**src/rtl/alarm_pkg.sv**
```systemverilog
package alarm_pkg;
  localparam int NUM_FIELDS = 5;
  localparam int RPT_W      = 5;

  // Field slot order inside the packed field vectors
  typedef enum int unsigned {
    F_SEC   = 0,
    F_MIN   = 1,
    F_HOUR  = 2,
    F_DATE  = 3,
    F_MONTH = 4
  } field_e;

  localparam logic [RPT_W-1:0] RPT_EVERY_SEC   = 5'b11111;
  localparam logic [RPT_W-1:0] RPT_EVERY_MIN   = 5'b11110;
  localparam logic [RPT_W-1:0] RPT_EVERY_HOUR  = 5'b11100;
  localparam logic [RPT_W-1:0] RPT_EVERY_DAY   = 5'b11000;
  localparam logic [RPT_W-1:0] RPT_EVERY_MONTH = 5'b10000;
  localparam logic [RPT_W-1:0] RPT_EVERY_YEAR  = 5'b00000;

  typedef logic [NUM_FIELDS-1:0] field_mask_t;
endpackage

```
**src/rtl/alarm_rpt_decode.sv**
```systemverilog
module alarm_rpt_decode
  import alarm_pkg::*;
(
  input  logic [RPT_W-1:0] rpt_code_i,
  output field_mask_t      mask_o
);
  always_comb begin
    mask_o = '0;
    unique case (rpt_code_i)
      RPT_EVERY_MIN:   mask_o = field_mask_t'(1) << F_SEC;
      RPT_EVERY_HOUR:  mask_o = (field_mask_t'(1) << F_SEC) | (field_mask_t'(1) << F_MIN);
      RPT_EVERY_DAY:   mask_o = (field_mask_t'(1) << F_SEC) | (field_mask_t'(1) << F_MIN)
                              | (field_mask_t'(1) << F_HOUR);
      RPT_EVERY_MONTH: mask_o = (field_mask_t'(1) << F_SEC) | (field_mask_t'(1) << F_MIN)
                              | (field_mask_t'(1) << F_HOUR) | (field_mask_t'(1) << F_DATE);
      RPT_EVERY_YEAR:  mask_o = '1;
      default:         mask_o = '0; // once per second, also for unlisted codes
    endcase
  end
endmodule

```
**src/rtl/alarm_field_cmp.sv**
```systemverilog
module alarm_field_cmp
  import alarm_pkg::*;
#(
  parameter int FIELD_W = 8
) (
  input  logic                               tick_i,
  input  logic [NUM_FIELDS-1:0][FIELD_W-1:0] now_i,
  input  logic [NUM_FIELDS-1:0][FIELD_W-1:0] alm_i,
  input  field_mask_t                        mask_i,
  output logic                               hit_o
);
  logic [NUM_FIELDS-1:0] field_ok;

  for (genvar g = 0; g < NUM_FIELDS; g++) begin : g_field
    assign field_ok[g] = !mask_i[g] || (now_i[g] == alm_i[g]);
  end

  assign hit_o = tick_i && (&field_ok);
endmodule

```
**src/rtl/alarm_irq_ctrl.sv**
```systemverilog
module alarm_irq_ctrl #(
  parameter int                ADDR_W    = 5,
  parameter logic [ADDR_W-1:0] FLAG_A    = '0
) (
  input  logic              clk,
  input  logic              rst_n,
  input  logic              hit_i,
  input  logic              rd_strobe_i,
  input  logic [ADDR_W-1:0] rd_addr_i,
  input  logic [ADDR_W-1:0] ptr_i,
  input  logic              flag_en_i,
  input  logic              sqw_en_i,
  input  logic              batt_alarm_en_i,
  input  logic              on_battery_i,
  output logic              flag_o,
  output logic              irq_n_o
);
  logic flag_q, flag_d, flag_ce;
  logic irq_q, irq_d;
  logic flag_clr, pin_ok;

  always_comb begin
    flag_clr = rd_strobe_i && (rd_addr_i == FLAG_A);
    flag_ce  = hit_i || flag_clr;
    flag_d   = hit_i;                       // set has priority over clear
    pin_ok   = flag_en_i && !sqw_en_i
            && (!on_battery_i || batt_alarm_en_i)
            && (ptr_i != FLAG_A);
    irq_d    = (flag_ce ? flag_d : flag_q) && pin_ok;
  end

  always_ff @(posedge clk or negedge rst_n) begin
    if (!rst_n) begin
      flag_q <= 1'b0;
      irq_q  <= 1'b0;
    end else begin
      if (flag_ce) flag_q <= flag_d;
      irq_q <= irq_d;
    end
  end

  assign flag_o  = flag_q;
  assign irq_n_o = !irq_q;
endmodule

```
**src/rtl/alarm_match_irq.sv**
```systemverilog
module alarm_match_irq
  import alarm_pkg::*;
#(
  parameter int          FIELD_W   = 8,
  parameter int          ADDR_W    = 5,
  parameter int unsigned FLAG_ADDR = 15
) (
  input  logic               clk,
  input  logic               rst_n,
  input  logic               tick_i,
  input  logic [FIELD_W-1:0] now_month_i,
  input  logic [FIELD_W-1:0] now_date_i,
  input  logic [FIELD_W-1:0] now_hour_i,
  input  logic [FIELD_W-1:0] now_min_i,
  input  logic [FIELD_W-1:0] now_sec_i,
  input  logic [FIELD_W-1:0] alm_month_i,
  input  logic [FIELD_W-1:0] alm_date_i,
  input  logic [FIELD_W-1:0] alm_hour_i,
  input  logic [FIELD_W-1:0] alm_min_i,
  input  logic [FIELD_W-1:0] alm_sec_i,
  input  logic [4:0]         rpt_code_i,
  input  logic               flag_en_i,
  input  logic               sqw_en_i,
  input  logic               batt_alarm_en_i,
  input  logic               on_battery_i,
  input  logic               rd_strobe_i,
  input  logic [ADDR_W-1:0]  rd_addr_i,
  input  logic [ADDR_W-1:0]  ptr_i,
  output logic               alarm_flag_o,
  output logic               irq_n_o
);
  localparam logic [ADDR_W-1:0] FLAG_A = ADDR_W'(FLAG_ADDR);

  // Reset asserts at once, releases on the second clock edge
  logic rst_meta, rst_sync_n;
  always_ff @(posedge clk or negedge rst_n) begin
    if (!rst_n) begin
      rst_meta   <= 1'b0;
      rst_sync_n <= 1'b0;
    end else begin
      rst_meta   <= 1'b1;
      rst_sync_n <= rst_meta;
    end
  end

  logic [NUM_FIELDS-1:0][FIELD_W-1:0] now_vec, alm_vec;
  field_mask_t                        fld_mask;
  logic                               match_hit;

  assign now_vec = {now_month_i, now_date_i, now_hour_i, now_min_i, now_sec_i};
  assign alm_vec = {alm_month_i, alm_date_i, alm_hour_i, alm_min_i, alm_sec_i};

  alarm_rpt_decode u_dec (
    .rpt_code_i (rpt_code_i),
    .mask_o     (fld_mask)
  );

  alarm_field_cmp #(.FIELD_W(FIELD_W)) u_cmp (
    .tick_i (tick_i),
    .now_i  (now_vec),
    .alm_i  (alm_vec),
    .mask_i (fld_mask),
    .hit_o  (match_hit)
  );

  alarm_irq_ctrl #(.ADDR_W(ADDR_W), .FLAG_A(FLAG_A)) u_ctrl (
    .clk             (clk),
    .rst_n           (rst_sync_n),
    .hit_i           (match_hit),
    .rd_strobe_i     (rd_strobe_i),
    .rd_addr_i       (rd_addr_i),
    .ptr_i           (ptr_i),
    .flag_en_i       (flag_en_i),
    .sqw_en_i        (sqw_en_i),
    .batt_alarm_en_i (batt_alarm_en_i),
    .on_battery_i    (on_battery_i),
    .flag_o          (alarm_flag_o),
    .irq_n_o         (irq_n_o)
  );
endmodule

```
**config.mk**
```make
export PLATFORM = sky130hd
export DESIGN_NAME = alarm_match_irq
export DESIGN_NICKNAME = d
export VERILOG_FILES = /design/src/rtl/alarm_pkg.sv /design/src/rtl/alarm_rpt_decode.sv /design/src/rtl/alarm_field_cmp.sv /design/src/rtl/alarm_irq_ctrl.sv /design/src/rtl/alarm_match_irq.sv
export SDC_FILE = /design/constraint.sdc
export NUM_CORES = 1
export LEC_CHECK = 0
export BUFFER_PORTS_ARGS = -buffer_cell sky130_fd_sc_hd__clkbuf_2
export CELL_PAD_IN_SITES_DETAIL_PLACEMENT = 1
export CELL_PAD_IN_SITES_GLOBAL_PLACEMENT = 1
export CORE_UTILIZATION = 17
export CTS_CLUSTER_DIAMETER = 200
export DETAILED_ROUTE_END_ITERATION = 7
export MAX_ROUTING_LAYER = met4
export PLACE_DENSITY_LB_ADDON = 0.1
export SYNTH_ARGS = -nofsm -noshare
export SYNTH_HDL_FRONTEND = slang
export SYNTH_SLANG_ARGS = --single-unit
```
**constraint.sdc**
```tcl
create_clock -name clk -period 0.8 [get_ports clk]
set_input_delay 0.08 -clock clk [delete_from_list [all_inputs] [get_ports clk]]
set_output_delay 0.08 -clock clk [all_outputs]
set_load 0.03 [all_outputs]
```
# Word-level counts from Yosys, hierarchy flattened
# Cells that the tools add are included.
# word_totals
romBits	0
output_inout_bits	2
input_bits	103
elab_cells	40
regBits	4
mem_bits_rw	0
latch_bits	0
memories	0
# op_classes
div	0
bitwise	0
shift	0
mux	2
order_cmp	0
mul	0
addsub	0
eq_ne	11
n_reduce_logical	23
# ops
cell	n
8-bit equality test	5
5-bit one-hot mux with 5 select lines	1
5-bit equality test (second input constant)	4
1-bit logical NOT	8
1-bit logical OR	7
1-bit logical AND	6
5-bit by 4-bit equality test with 1-bit output (second input constant)	1
5-bit logical NOT	1
5-bit by 4-bit inequality test with 1-bit output (second input constant)	1
5-bit AND reduction	1
1-bit two-way mux	1

# Logic depth before layout (Yosys ltp)
# logic_depth
depth_word	9
mapped_depth	5
ltp_nobuf	5

# Cells and area by module
# From an unflattened synthesis, not the netlist that was laid out.
# unflattened
hier_cells	81
area_unflattened_um2	695.7
# modules_own_cells
module	instances	cells_each	area_each_um2
alarm_field_cmp	1	58	451.7
alarm_irq_ctrl	1	12	112.6
alarm_rpt_decode	1	8	77.6
alarm_match_irq	1	3	53.8

# Worst setup path before layout
# OpenSTA, ideal clock, no wires.
# synth_path
path_type	in2reg
startpoint	input port rpt_code_i[2]
endpoint	register u_ctrl.irq_q
setup_time_ps	126
arrival_time_ps	906
path_slack_ps	-232
n_path_buf	0
cell_stages	5
cell_sequence	or4_4 nor2_2 o21ai_1 o2111ai_2 o21ai_1
# synth_via
elab_chain_cells	9
elab_cells_between_ends	21
cone_classes	4 x eq/ne; 2 x mux; 15 x reduce/logical
# synth_lines
item	line	rtl
from (decl)	alarm_match_irq.sv:21	input logic [4:0] rpt_code_i,
5-bit equality test or 5-bit logical NOT (tied branches)	alarm_rpt_decode.sv:9	unique case (rpt_code_i)
5-bit one-hot mux with 5 select lines *	alarm_rpt_decode.sv:9	
1-bit logical NOT	alarm_field_cmp.sv:15	assign field_ok[g] = !mask_i[g] || (now_i[g] == alm_i[g]);
1-bit logical OR	alarm_field_cmp.sv:15	
5-bit AND reduction *	alarm_field_cmp.sv:18	assign hit_o = tick_i && (&field_ok);
1-bit logical AND *	alarm_field_cmp.sv:18	
1-bit logical OR	alarm_irq_ctrl.sv:24	flag_ce = hit_i || flag_clr;
1-bit two-way mux *	alarm_irq_ctrl.sv:29	irq_d = (flag_ce ? flag_d : flag_q) && pin_ok;
1-bit logical AND *	alarm_irq_ctrl.sv:29	
net u_ctrl.irq_d	alarm_irq_ctrl.sv:19	logic irq_q, irq_d;
to (signal assigned)	alarm_irq_ctrl.sv:38	irq_q <= irq_d;
to (decl)	alarm_irq_ctrl.sv:19	
# Mark *: on every way through the listed nets, which the timed path passes. The rest lies on a longest branch.

# Final worst setup path
# layout_path
startpoint	input port rpt_code_i[2]
endpoint	register u_ctrl.flag_q (netlist: u_ctrl.flag_o)
# layout_via
elab_chain_cells	8
elab_cells_between_ends	20
cone_classes	4 x eq/ne; 2 x mux; 14 x reduce/logical
# layout_lines
item	line	rtl
5-bit equality test or 5-bit logical NOT (tied branches)	alarm_rpt_decode.sv:9	
5-bit one-hot mux with 5 select lines *	alarm_rpt_decode.sv:9	
1-bit logical NOT	alarm_field_cmp.sv:15	
1-bit logical OR	alarm_field_cmp.sv:15	
5-bit AND reduction *	alarm_field_cmp.sv:18	
1-bit logical AND *	alarm_field_cmp.sv:18	
1-bit logical OR	alarm_irq_ctrl.sv:24	
1-bit two-way mux *	-	
to (signal assigned)	alarm_irq_ctrl.sv:37	if (flag_ce) flag_q <= flag_d;
to (decl)	alarm_irq_ctrl.sv:18	logic flag_q, flag_d, flag_ce;
# Every way passes the cells marked *; elsewhere a longest branch is shown, timed or not.

==> reports/metrics.csv <==
stage,metric,value,unit
run_status,status,"complete, but fails checks",
run_status,violations,setup timing,
placed_design,gp_congestion,0.6414,
power,pwr-share-clk,34.3,%
grt,grt_use_total,12.32,%
floorplanning,die_area,4253,um2
clock_tree,clock_sinks,4,
critical_path,cp.arrival,1060,ps
floorplanning,core,3744,um2
clock_tree,clk_latency,220,ps
finish,antenna_cells,0,
clock_tree,ctsLongestPathBuffers,2,
power,power_frac_seq,17.4,%
sta,fin_crit_sh,121.0,%
clock_tree,cts_made_buffers,3,
sta,hold_violations,0,
clock_tree,clk_pin_slew_worst_paths,30,ps
critical_path,worstSetupEndpointType,register,
sta,max_freq,1033,MHz
run,max_cap_viol_count,0,
critical_path,cp-start-kind,input port,
finish,layout-drive-gt1-share,60.41,%
grt,grt_pass1_wl,3981,um
critical_path,path_class,in2reg,
synth,syn_area_per_cell,8.388,um2
route,vias_per_cell,4.110,
grt,grt.overflow.total,0,
power,peakVddDrop,0.2571,mV
finish,seqCellArea,100.1,um2
sta,finalSetupViolations,4,
clock_tree,h-tree-depth,1,
sta,fin_ws,-168.3,ps
synth,yosys.area_share.simple,21.55,%
route,ant_nets,0,
sta,slew_viol_final,0,
finish,finalNonFillerCells,245,
finish,syn_to_final_growth,105.7,%
synth,yosysWarnings,0,
floorplanning,ios,105,
clock_tree,cts_tree,built,
synth,synth_top_family_by_area,XOR/XNOR gates,
synth,synthTopCellsByArea,"xnor2_1 52%, dfrtp_1 15%, nand4_1 10%",
floorplanning,die_h,65.22,um
sta,skew,1.347,ps
finish,postLayoutCoreUtil,37.33,%
synth,netlist_area,679.4,um2
floorplanning,die_w,65.22,um
sta,fin_setup_tns,-395.0,ps
power,p_leak,0.0006895,uW
route,via_count,1007,
route,drtPass1Iterations,3,
power,p_per_area,908.1,nW/um2
grt,grt_pass1_vias,1039,
finish,multi_input_area,571.8,um2
floorplanning,initial_core_util,18.15,%
route,drt_iter0_drc,8,
finish,finish.net_count,302,
power,p_comb_share,48.2,%
finish,layout.cells.most_common_list,"101 x clkbuf_2, 40 x xnor2_1, 11 x nand4_1, 8 x buf_4, 4 x dfrtp_1",
placed_design,portBuffers,104,
finish,fill_cells,497,
floorplanning,rows,22,
synth,ys_seq_elements,4,
synth,yosys.area_share.adder,0,%
synth,yosys.area.top_type,xnor2_1,
power,fin_total_pwr,1269,uW
synth,synth_compound_area_share,10.50,%
route,routedWlPerCell,10.62,um
power,p_int,927.2,uW
synth,synth.area.mux_share,0,%
synth,yosysUniqueCellTypes,21,
finish,final_common_cell,clkbuf_2,
synth,ys_seq_area_share,14.73,%
grt,grt_max_degree,4,
power,swShare,26.94,%
grt,antenna_found_initial,0,
route,drc,0,
sta,rsz0062_at_grt,true,
critical_path,cp_data_required_time,890,ps
placed_design,dp_cells,240,
synth,postSynthCellCount,81,
synth,synth_xor_area_share,51.57,%
worst_hold_path,hold_path_class,reg2async,
synth,syn-num-nets,184,
synth,netlist.area_leader.share,51.57,%
clock_tree,cts-root-buf,clkbuf_8,
power,p_switching,341.9,uW
route,drt_wl_total,2602,um
sta,period_minus_slack,968.3,ps
critical_path,crit_fanout,2,
[cells in the mapped netlist (all sizes together)]
master   number
o21ai         4
inv           2
nor2          4
o21a          1
o2111ai       2
nand2b        2
nand3         1
nor4b         1
nor2b         1
conb          1
a21oi         1
or4           1
nand2         2
xnor2        40
nand4        11
o211ai        2
dfrtp         4
nand4b        1
[kinds of logic after synthesis]
logic type / Yosys count
xor+xnor: 40
simple gates: 24
compound gates: 10
flops: 4
buf+inv: 2
other cells: 1
[stage by stage]
step | hold slack (ps) | setup slack (ps) | area [um2]
2_1_floorplan | -215.6 | -220.2 | 679.4
3_3_place_gp | -131.5 | -355.6 | 1313
3_5_place_dp | -131.1 | -404.5 | 1313
4_1_cts | 31.08 | -172.1 | 1381
5_1_grt | 40.09 | -238.1 | 1398
6_report | 26.61 | -168.3 | 1398
[state kept, by name (all words and copies together) (netlist names)]
| signal | cells |
|---|---|
| rst_meta | 1 |
| rst_sync_n | 1 |
| u_ctrl.flag_o | 1 |
| u_ctrl.irq_q | 1 |
[layer usage]
metal	track usage, %	wire length (um)	up-vias	part of all wire [%]
met3	2.604	221	3	8.5
met4	4.076	22	0	0.85
met1	11.78	850	437	33
li1	-	-	517	-
met2	24.10	1508	50	58
met5	-	0	-	0
[final cells by class]
type	count	area share (%)
timing repair buffer	113	44.14
clock buffer	3	2.954
multi-input combinational	75	40.91
tap	48	4.297
sequential	4	7.162
inverter	2	0.5372
[power by group through the flow]
stage | combinational (uW) | sequential, uW | clock, uW
2_1_floorplan | 247 | 225 | 0
3_3_place_gp | 578 | 222 | 0
3_5_place_dp | 599 | 222 | 0
4_1_cts | 615 | 220 | 442
5_1_grt | 674 | 223 | 460
6_report | 612 | 221 | 436
[worst max-delay path, cell delays in order]
cell       delay, ps
buf_6             90
or4_4            540
nor2_2            90
o21ai_1           80
o2111ai_2         80
o21ai_1           90
[what timing repair did]
action / in CTS / in global routing
pin swaps: 0 / 1
resized for setup: 4 / 4
setup endpoints to repair: 4 / 4
buffers inserted: 0 / 1
hold endpoints to repair: 2 / 0
hold buffers: 1 / 0
[path summary, 6_finish.rpt]
kind / endpoint / depth (start not counted) / startpoint / slack (ps)
max: u_ctrl.flag_o$_DFF_PN0_ / 6 / rpt_code_i[2] / -170
min: u_ctrl.irq_q$_DFF_PN0_ / 0 / rst_sync_n$_DFF_PN0_ / 30
max reg2reg: u_ctrl.irq_q$_DFF_PN0_ / 3 / u_ctrl.flag_o$_DFF_PN0_ / -30
min reg2reg: u_ctrl.irq_q$_DFF_PN0_ / 0 / rst_sync_n$_DFF_PN0_ / 30
max in group asynchronous: rst_meta$_DFF_PN0_ / 2 / rst_n / 520
min in group clk: u_ctrl.irq_q$_DFF_PN0_ / 3 / tick_i / 110
(Power assumes the default switching activity.)
